File: src/rtl/vmp_pkg.sv
// Shared widths, field positions, request record and bank decode for the
// video memory host port.
package vmp_pkg;
    localparam int BYTE_W   = 8;
    localparam int OFF_W    = 16;   // offset within one bank
    localparam int SET_HI_W = 6;    // offset bits loaded by the second control byte
    localparam int WE_BIT   = 6;    // second control byte: 1 = write mode
    localparam int EXT_BIT  = 7;    // second control byte: expansion bank
    localparam int BANKS    = 3;
    localparam int MODES    = 4;
    localparam int MODE_W   = $clog2(MODES);

    typedef struct packed {
        logic              we;
        logic              ext;
        logic [OFF_W-1:0]  off;
        logic [BYTE_W-1:0] data;
    } vmp_req_t;

    // One-hot bank strobe: expansion first, then offset MSB picks bank 1/0.
    function automatic logic [BANKS-1:0] bank_sel(input logic ext, input logic [OFF_W-1:0] off);
        logic [BANKS-1:0] s;
        s = '0;
        if (ext)             s[2] = 1'b1;
        else if (off[OFF_W-1]) s[1] = 1'b1;
        else                 s[0] = 1'b1;
        return s;
    endfunction
endpackage

File: src/rtl/vmp_addr_unit.sv
// Address latch and control byte toggle.
// Assumes at most one host strobe per cycle; the top gives control priority.
// The second control byte loads the low offset bits and clears the rest;
// data accesses advance the offset and re-arm the toggle for a low byte.
module vmp_addr_unit
    import vmp_pkg::*;
(
    input  logic              clk,
    input  logic              rst_n,
    input  logic              ctl_wr,
    input  logic              data_acc,
    input  logic [BYTE_W-1:0] din,
    output logic              second_q,
    output logic [BYTE_W-1:0] lo_q,
    output logic              ext_q,
    output logic [OFF_W-1:0]  off_q
);
    localparam int PAD_W = OFF_W - SET_HI_W - BYTE_W;

    // Track the byte pair, load the address, step it on data accesses.
    always_ff @(posedge clk) begin
        if (!rst_n) begin
            second_q <= 1'b0;
            lo_q     <= '0;
            ext_q    <= 1'b0;
            off_q    <= '0;
        end else if (ctl_wr) begin
            if (!second_q) begin
                lo_q     <= din;
                second_q <= 1'b1;
            end else begin
                second_q <= 1'b0;
                ext_q    <= din[EXT_BIT];
                off_q    <= {{PAD_W{1'b0}}, din[SET_HI_W-1:0], lo_q};
            end
        end else if (data_acc) begin
            second_q <= 1'b0;
            off_q    <= off_q + 1'b1;
        end
    end
endmodule

File: src/rtl/vmp_slot_timer.sv
// Models the supply of CPU access slots left by the display fetch engine.
// A free-running down counter reloads with the period of the current mode;
// a mode change takes effect at the next reload.
module vmp_slot_timer
    import vmp_pkg::*;
#(
    parameter int P0 = 2,
    parameter int P1 = 4,
    parameter int P2 = 7,
    parameter int P3 = 12
) (
    input  logic              clk,
    input  logic              rst_n,
    input  logic [MODE_W-1:0] mode,
    output logic              tick
);
    localparam int PER [MODES] = '{P0, P1, P2, P3};
    localparam int MAXP  = (P0 > P1 ? P0 : P1) > (P2 > P3 ? P2 : P3) ?
                           (P0 > P1 ? P0 : P1) : (P2 > P3 ? P2 : P3);
    localparam int CNT_W = $clog2(MAXP + 1);

    logic [CNT_W-1:0] cnt_q;

    assign tick = (cnt_q == '0);

    // Count down to the next slot and reload from the mode table.
    always_ff @(posedge clk) begin
        if (!rst_n)    cnt_q <= '0;
        else if (tick) cnt_q <= CNT_W'(PER[mode] - 1);
        else           cnt_q <= cnt_q - 1'b1;
    end
endmodule

File: src/rtl/vmp_req_unit.sv
// Single pending memory request, read-ahead buffer and overrun flag.
// A newly issued request replaces a pending one; a request served in the
// same cycle still completes. Only write-over-write counts as overrun.
module vmp_req_unit
    import vmp_pkg::*;
(
    input  logic              clk,
    input  logic              rst_n,
    input  logic              issue_v,
    input  vmp_req_t          issue,
    input  logic              tick,
    input  logic [BYTE_W-1:0] mem_rdata,
    output logic              serve,
    output logic              pend_q,
    output vmp_req_t          req_q,
    output logic [BYTE_W-1:0] rd_buf_q,
    output logic              overrun_q
);
    assign serve = tick & pend_q;

    // Hold the request, fill the buffer on read slots, flag lost writes.
    always_ff @(posedge clk) begin
        if (!rst_n) begin
            pend_q    <= 1'b0;
            req_q     <= '0;
            rd_buf_q  <= '0;
            overrun_q <= 1'b0;
        end else begin
            if (serve && !req_q.we) rd_buf_q <= mem_rdata;
            if (issue_v) begin
                req_q  <= issue;
                pend_q <= 1'b1;
                if (issue.we && pend_q && req_q.we && !serve) overrun_q <= 1'b1;
            end else if (serve) begin
                pend_q <= 1'b0;
            end
        end
    end
endmodule

File: src/rtl/vmp_host_port.sv
// Host access port to video RAM: control/data byte ports, read-ahead,
// slot-paced memory requests and the not-ready spacing indication.
// Assumes the host raises at most one strobe per cycle; if several are
// raised, control wins over data write, and data write wins over data read.
module vmp_host_port
    import vmp_pkg::*;
#(
    parameter int SLOT_P0 = 2,
    parameter int SLOT_P1 = 4,
    parameter int SLOT_P2 = 7,
    parameter int SLOT_P3 = 12
) (
    input  logic              clk,
    input  logic              rst_n,
    input  logic [MODE_W-1:0] disp_mode,
    input  logic              ctl_wr,
    input  logic              data_wr,
    input  logic              data_rd,
    input  logic [BYTE_W-1:0] host_din,
    output logic [BYTE_W-1:0] host_dout,
    output logic              not_ready,
    output logic              overrun,
    output logic [BANKS-1:0]  mem_cas,
    output logic              mem_we,
    output logic [OFF_W-1:0]  mem_addr,
    output logic [BYTE_W-1:0] mem_wdata,
    input  logic [BYTE_W-1:0] mem_rdata
);
    localparam int PAD_W = OFF_W - SET_HI_W - BYTE_W;
    localparam int MAX_PERIOD =
        (SLOT_P0 > SLOT_P1 ? SLOT_P0 : SLOT_P1) > (SLOT_P2 > SLOT_P3 ? SLOT_P2 : SLOT_P3) ?
        (SLOT_P0 > SLOT_P1 ? SLOT_P0 : SLOT_P1) : (SLOT_P2 > SLOT_P3 ? SLOT_P2 : SLOT_P3);

    logic              do_wr, do_rd, data_acc;
    logic              second_q, ext_q;
    logic [BYTE_W-1:0] lo_q, rd_buf;
    logic [OFF_W-1:0]  off_q;
    logic              tick, serve, pend;
    logic              issue_v;
    vmp_req_t          issue, req;

    assign do_wr    = data_wr & ~ctl_wr;
    assign do_rd    = data_rd & ~ctl_wr & ~data_wr;
    assign data_acc = do_wr | do_rd;

    vmp_addr_unit u_addr (
        .clk(clk), .rst_n(rst_n), .ctl_wr(ctl_wr), .data_acc(data_acc),
        .din(host_din), .second_q(second_q), .lo_q(lo_q), .ext_q(ext_q), .off_q(off_q)
    );

    vmp_slot_timer #(.P0(SLOT_P0), .P1(SLOT_P1), .P2(SLOT_P2), .P3(SLOT_P3)) u_slot (
        .clk(clk), .rst_n(rst_n), .mode(disp_mode), .tick(tick)
    );

    // Build the memory request raised by this cycle's host strobe.
    always_comb begin
        issue_v = 1'b0;
        issue   = '0;
        if (ctl_wr) begin
            if (second_q && !host_din[WE_BIT]) begin
                issue_v   = 1'b1;
                issue.ext = host_din[EXT_BIT];
                issue.off = {{PAD_W{1'b0}}, host_din[SET_HI_W-1:0], lo_q};
            end
        end else if (do_wr) begin
            issue_v    = 1'b1;
            issue.we   = 1'b1;
            issue.ext  = ext_q;
            issue.off  = off_q;
            issue.data = host_din;
        end else if (do_rd) begin
            issue_v   = 1'b1;
            issue.ext = ext_q;
            issue.off = off_q + 1'b1;
        end
    end

    vmp_req_unit u_req (
        .clk(clk), .rst_n(rst_n), .issue_v(issue_v), .issue(issue), .tick(tick),
        .mem_rdata(mem_rdata), .serve(serve), .pend_q(pend), .req_q(req),
        .rd_buf_q(rd_buf), .overrun_q(overrun)
    );

    // Hand the buffered byte to the host on each data read.
    always_ff @(posedge clk) begin
        if (!rst_n)     host_dout <= '0;
        else if (do_rd) host_dout <= rd_buf;
    end

    assign not_ready = pend;
    assign mem_cas   = serve ? bank_sel(req.ext, req.off) : '0;
    assign mem_we    = serve & req.we;
    assign mem_addr  = req.off;
    assign mem_wdata = req.data;
endmodule

File: config.mk
export PLATFORM = sky130hd
export DESIGN_NAME = vmp_host_port
export DESIGN_NICKNAME = d
export VERILOG_FILES = /design/src/rtl/vmp_pkg.sv /design/src/rtl/vmp_addr_unit.sv /design/src/rtl/vmp_slot_timer.sv /design/src/rtl/vmp_req_unit.sv /design/src/rtl/vmp_host_port.sv
export SDC_FILE = /design/constraint.sdc
export NUM_CORES = 1
export LEC_CHECK = 0
export BUFFER_PORTS_ARGS = -buffer_cell sky130_fd_sc_hd__buf_4
export CORE_MARGIN = 3
export CORE_UTILIZATION = 40
export DETAILED_ROUTE_END_ITERATION = 12
export GPL_TIMING_DRIVEN = 0
export PLACE_DENSITY = 0.63
export SYNTH_ARGS = -nofsm -noshare
export SYNTH_HDL_FRONTEND = slang
export SYNTH_SLANG_ARGS = --single-unit
File: constraint.sdc
create_clock -name clk -period 1.9 [get_ports clk]
set_input_delay 0.095 -clock clk [delete_from_list [all_inputs] [get_ports clk]]
set_output_delay 0.095 -clock clk [all_outputs]
set_load 0.03 [all_outputs]
==> results.cfg <==
[global_route]
grt_pass1_wl_um = 18200
antenna_found_initial = 0
grt_max_degree = 14
overflow = 0
first_global_vias = 3587
grt.total_usage_pct = 23.0

[floorplan]
boundaryPins = 61
start_util_pct = 41.8
coreArea_mm2 = 0.00885
std_cell_rows = 34
die_h_um = 102
dieWidth_um = 102
fp.dieArea_mm2 = 0.0104

[placement]
place.gp.congestion = 0.980
dp_slack_ps = -218
port_buffers = 59
dp_hpwl_um = 8410
dp.cells = 626

[worst_setup_path]
cpMaxStageDelayCell = nor4_2
worst-path-stages = 6
cp_max_fo = 7
required_ps = 2110
path_buf_inv = 2
arrival_ps = 2080
max_stage_delay_ps = 490
startpoint_type = flop
r2r_start = u_addr.off_q[11]$_SDFFE_PN0P_
reg2reg_setup_slack_ps = 40
path_class = reg2reg
reg2reg_to = u_addr.off_q[15]$_SDFFE_PN0P_
path_delay_family = simple AND/OR/NAND/NOR gates
reg2reg_depth = 6
end_kind = flop
crit_chain = buf_2 -> nand4_1 -> buf_4 -> nor4_2 -> nand2b_1 -> a31oi_1

[synth]
syn_nets = 485
synth_xor_area_share_pct = 1.18
synth-edff-count = 0
synth_async_sr_flop_share_pct = 0
synth_compound_gate_area_share_pct = 25.8
synth_ff_type = dfxtp_1
synth-seq-area-share_pct = 40.0
synthMuxAreaShare_pct = 1.89
synth_fa_ha_area_share_pct = 1.01
yosys_warnings = 0
syn_area_mm2 = 0.00370
ys_ff_latch = 74
synth_top_family_by_area = compound AO/OA/AOI/OAI gates
ys_types = 62
synth-simple-area-share_pct = 20.5
synth_area_per_cell_um2 = 8.06
synthCells = 459

[flow_run]
maxCapViolCount = 0

[cells_and_area]
stdcell_count = 659
areaGrowthSynthToFinish_pct = 27.4
diodes = 0
nets = 572
drive_above_1_share_pct = 25.0

[routing]
via_per_inst = 5.73
drt_pre_antenna_iters = 7
wirelength_um = 12100
routedWlPerCell_um = 18.3
vias = 3779
drc = 0
initialDrtViolationCount = 280
ant_nets = 0

[pwr]
p_leak_uw = 0.00185
power_frac_clock_pct = 33.8
powerDensity_mw_per_mm2 = 848
p_int_uw = 2780
finalPower_uw = 4000
comb_power_share_pct = 22.1
p_sw_share_pct = 30.5
seqPwrFrac_pct = 44.2
netSwitchingPower_uw = 1220
peakVddDrop_mv = 0.347

[clock_network]
cts.sinks = 74
h-tree-depth = 3
cts_max_path_buffers = 2
cts_tree = yes
clk_pin_slew_ps = 80
numCtsBuffers = 9
clk_latency_ps = 350
root_buffer = clkbuf_8

[hold_path]
min_to = u_addr.ext_q$_SDFFE_PN0P_
min_path_type = in2reg
min_from = host_din[7]
hold_depth = 3

[sta]
max_freq_ghz = 0.537
slew-limit-headroom_pct = 53.8
setup_ws_ps = 37.3
setup_viol = 0
hold_violations = 0
fin_crit_ps = 1860
maxSlewViolCount = 0
worst-slew-pin-transition_ps = 693
fin_crit_sh_pct = 98.0
skew_ps = 9.95

[run_status]
status = completed
[worst register-to-register path, cell delays in order (launching register included)]
cell and delay (ps):
dfxtp_1 310, buf_2 200, nand4_1 250, buf_4 230
nor4_2 490, nand2b_1 170, a31oi_1 80
[cells by family after synthesis]
kind of cell	Yosys count
AOI/OAI and AO/OA	150
xor gates and xnor gates	5
DFF	74
muxes	7
and+or+nand+nor	153
adders and majority gates	3
buffers and inverters	67
[Yosys cell counts, drive strengths merged, types with 5 or more instances]
master | count | area (um^2)
dfxtp | 74 | 1480
and3 | 5 | 31.3
nor3 | 6 | 30.0
a21oi | 51 | 255
nor4 | 10 | 62.6
nor2 | 30 | 113
clkbuf | 24 | 92.6
inv | 8 | 30.0
a22oi | 13 | 97.6
o21ai | 32 | 160
buf | 35 | 234
a31oi | 7 | 43.8
nand2 | 61 | 229
nand4 | 5 | 46.3
mux2i | 7 | 70.1
nand3 | 8 | 40.0
[power by group through the flow]
| stage | Combinational (uW) | Sequential [uW] | Clock, uW |
|---|---|---|---|
| 3_5_place_dp | 808 | 1790 | 0 |
| 4_1_cts | 847 | 1760 | 1390 |
| 5_1_grt | 981 | 1780 | 1460 |
| 2_1_floorplan | 551 | 1780 | 0 |
| 6_report | 884 | 1770 | 1350 |
| 3_3_place_gp | 799 | 1790 | 0 |
[timing repair]
action                                  CTS  global route
buffers inserted                          3             7
hold buffers                              8             0
gates resized for setup                   7            13
pin swaps                                 1             3
hold endpoints to repair                  8             0
endpoints found under the setup margin    5            36
[layout by cell type (no fill, tap or decap), drive strengths merged, types with 5 or more instances in the layout]
cell type    count
buf            104
dfxtp           74
nand2           61
a21oi           51
clkbuf          33
o21ai           32
nor2            30
a22oi           13
nor4            10
inv              9
dlygate4sd3      8
nand3            8
a31oi            7
mux2i            7
nor3             6
and3             5
nand4            5
[final cells by class]
type                            count  area, um^2
Sequential cell                    74        1480
Timing Repair Buffer               77         598
Tap cell                          108         135
Buffer                             58         335
Clock buffer                       10         128
Multi-Input combinational cell    318        1910
Fill cell                         889        4130
Clock inverter                      6        90.1
Inverter                            8        30.0
[registers in the layout, indices dropped and copies added, names as in the netlist]
register         flops
host_dout            8
u_addr.ext_q         1
u_addr.lo_q          8
u_addr.off_q        16
u_addr.second_q      1
u_req.overrun_q      1
u_req.pend_q         1
u_req.rd_buf_q       8
u_req.req_q         26
u_slot.cnt_q         4
[worst max-delay path by stage]
stage / end / slack [ps] / startpoint
finish: u_addr.off_q[15]$_SDFFE_PN0P_ / 40 / u_addr.off_q[11]$_SDFFE_PN0P_
global route: u_addr.off_q[15]$_SDFFE_PN0P_ / -50 / u_addr.off_q[11]$_SDFFE_PN0P_
CTS: u_addr.off_q[5]$_SDFFE_PN0P_ / 10 / u_addr.second_q$_SDFFE_PN0P_
detailed placement: u_req.req_q[22]$_SDFFE_PN0P_ / -220 / u_addr.off_q[0]$_SDFFE_PN0P_
global placement: u_req.req_q[22]$_SDFFE_PN0P_ / -180 / u_addr.off_q[0]$_SDFFE_PN0P_
floorplan: mem_cas[1] / 150 / u_slot.cnt_q[0]$_SDFF_PN0_
[through the flow]
step | setup TNS [ps] | util (%) | area (um^2) | hold WS, ps
floorplan | 0 | - | 3700 | 231
global placement | -445 | 48.3 | 4280 | 345
detailed placement | -799 | 48.3 | 4280 | 358
CTS | 0 | 52.3 | 4630 | 8.93
global route | -61.3 | 53.3 | 4710 | 14.1
finish | 0 | 53.3 | 4710 | 27.5
[per-layer routing]
layer / GRT usage (%) / wire [um] / share of wire (%) / vias up
li1: - / - / - / 1820
met5: 0 / 0 / 0 / -
met4: 7.67 / 239 / 2.0 / 0
met2: 37.5 / 5680 / 47 / 152
met3: 4.10 / 868 / 7.2 / 21
met1: 30.9 / 5290 / 44 / 1786
Power figures use the tool's default switching activity.
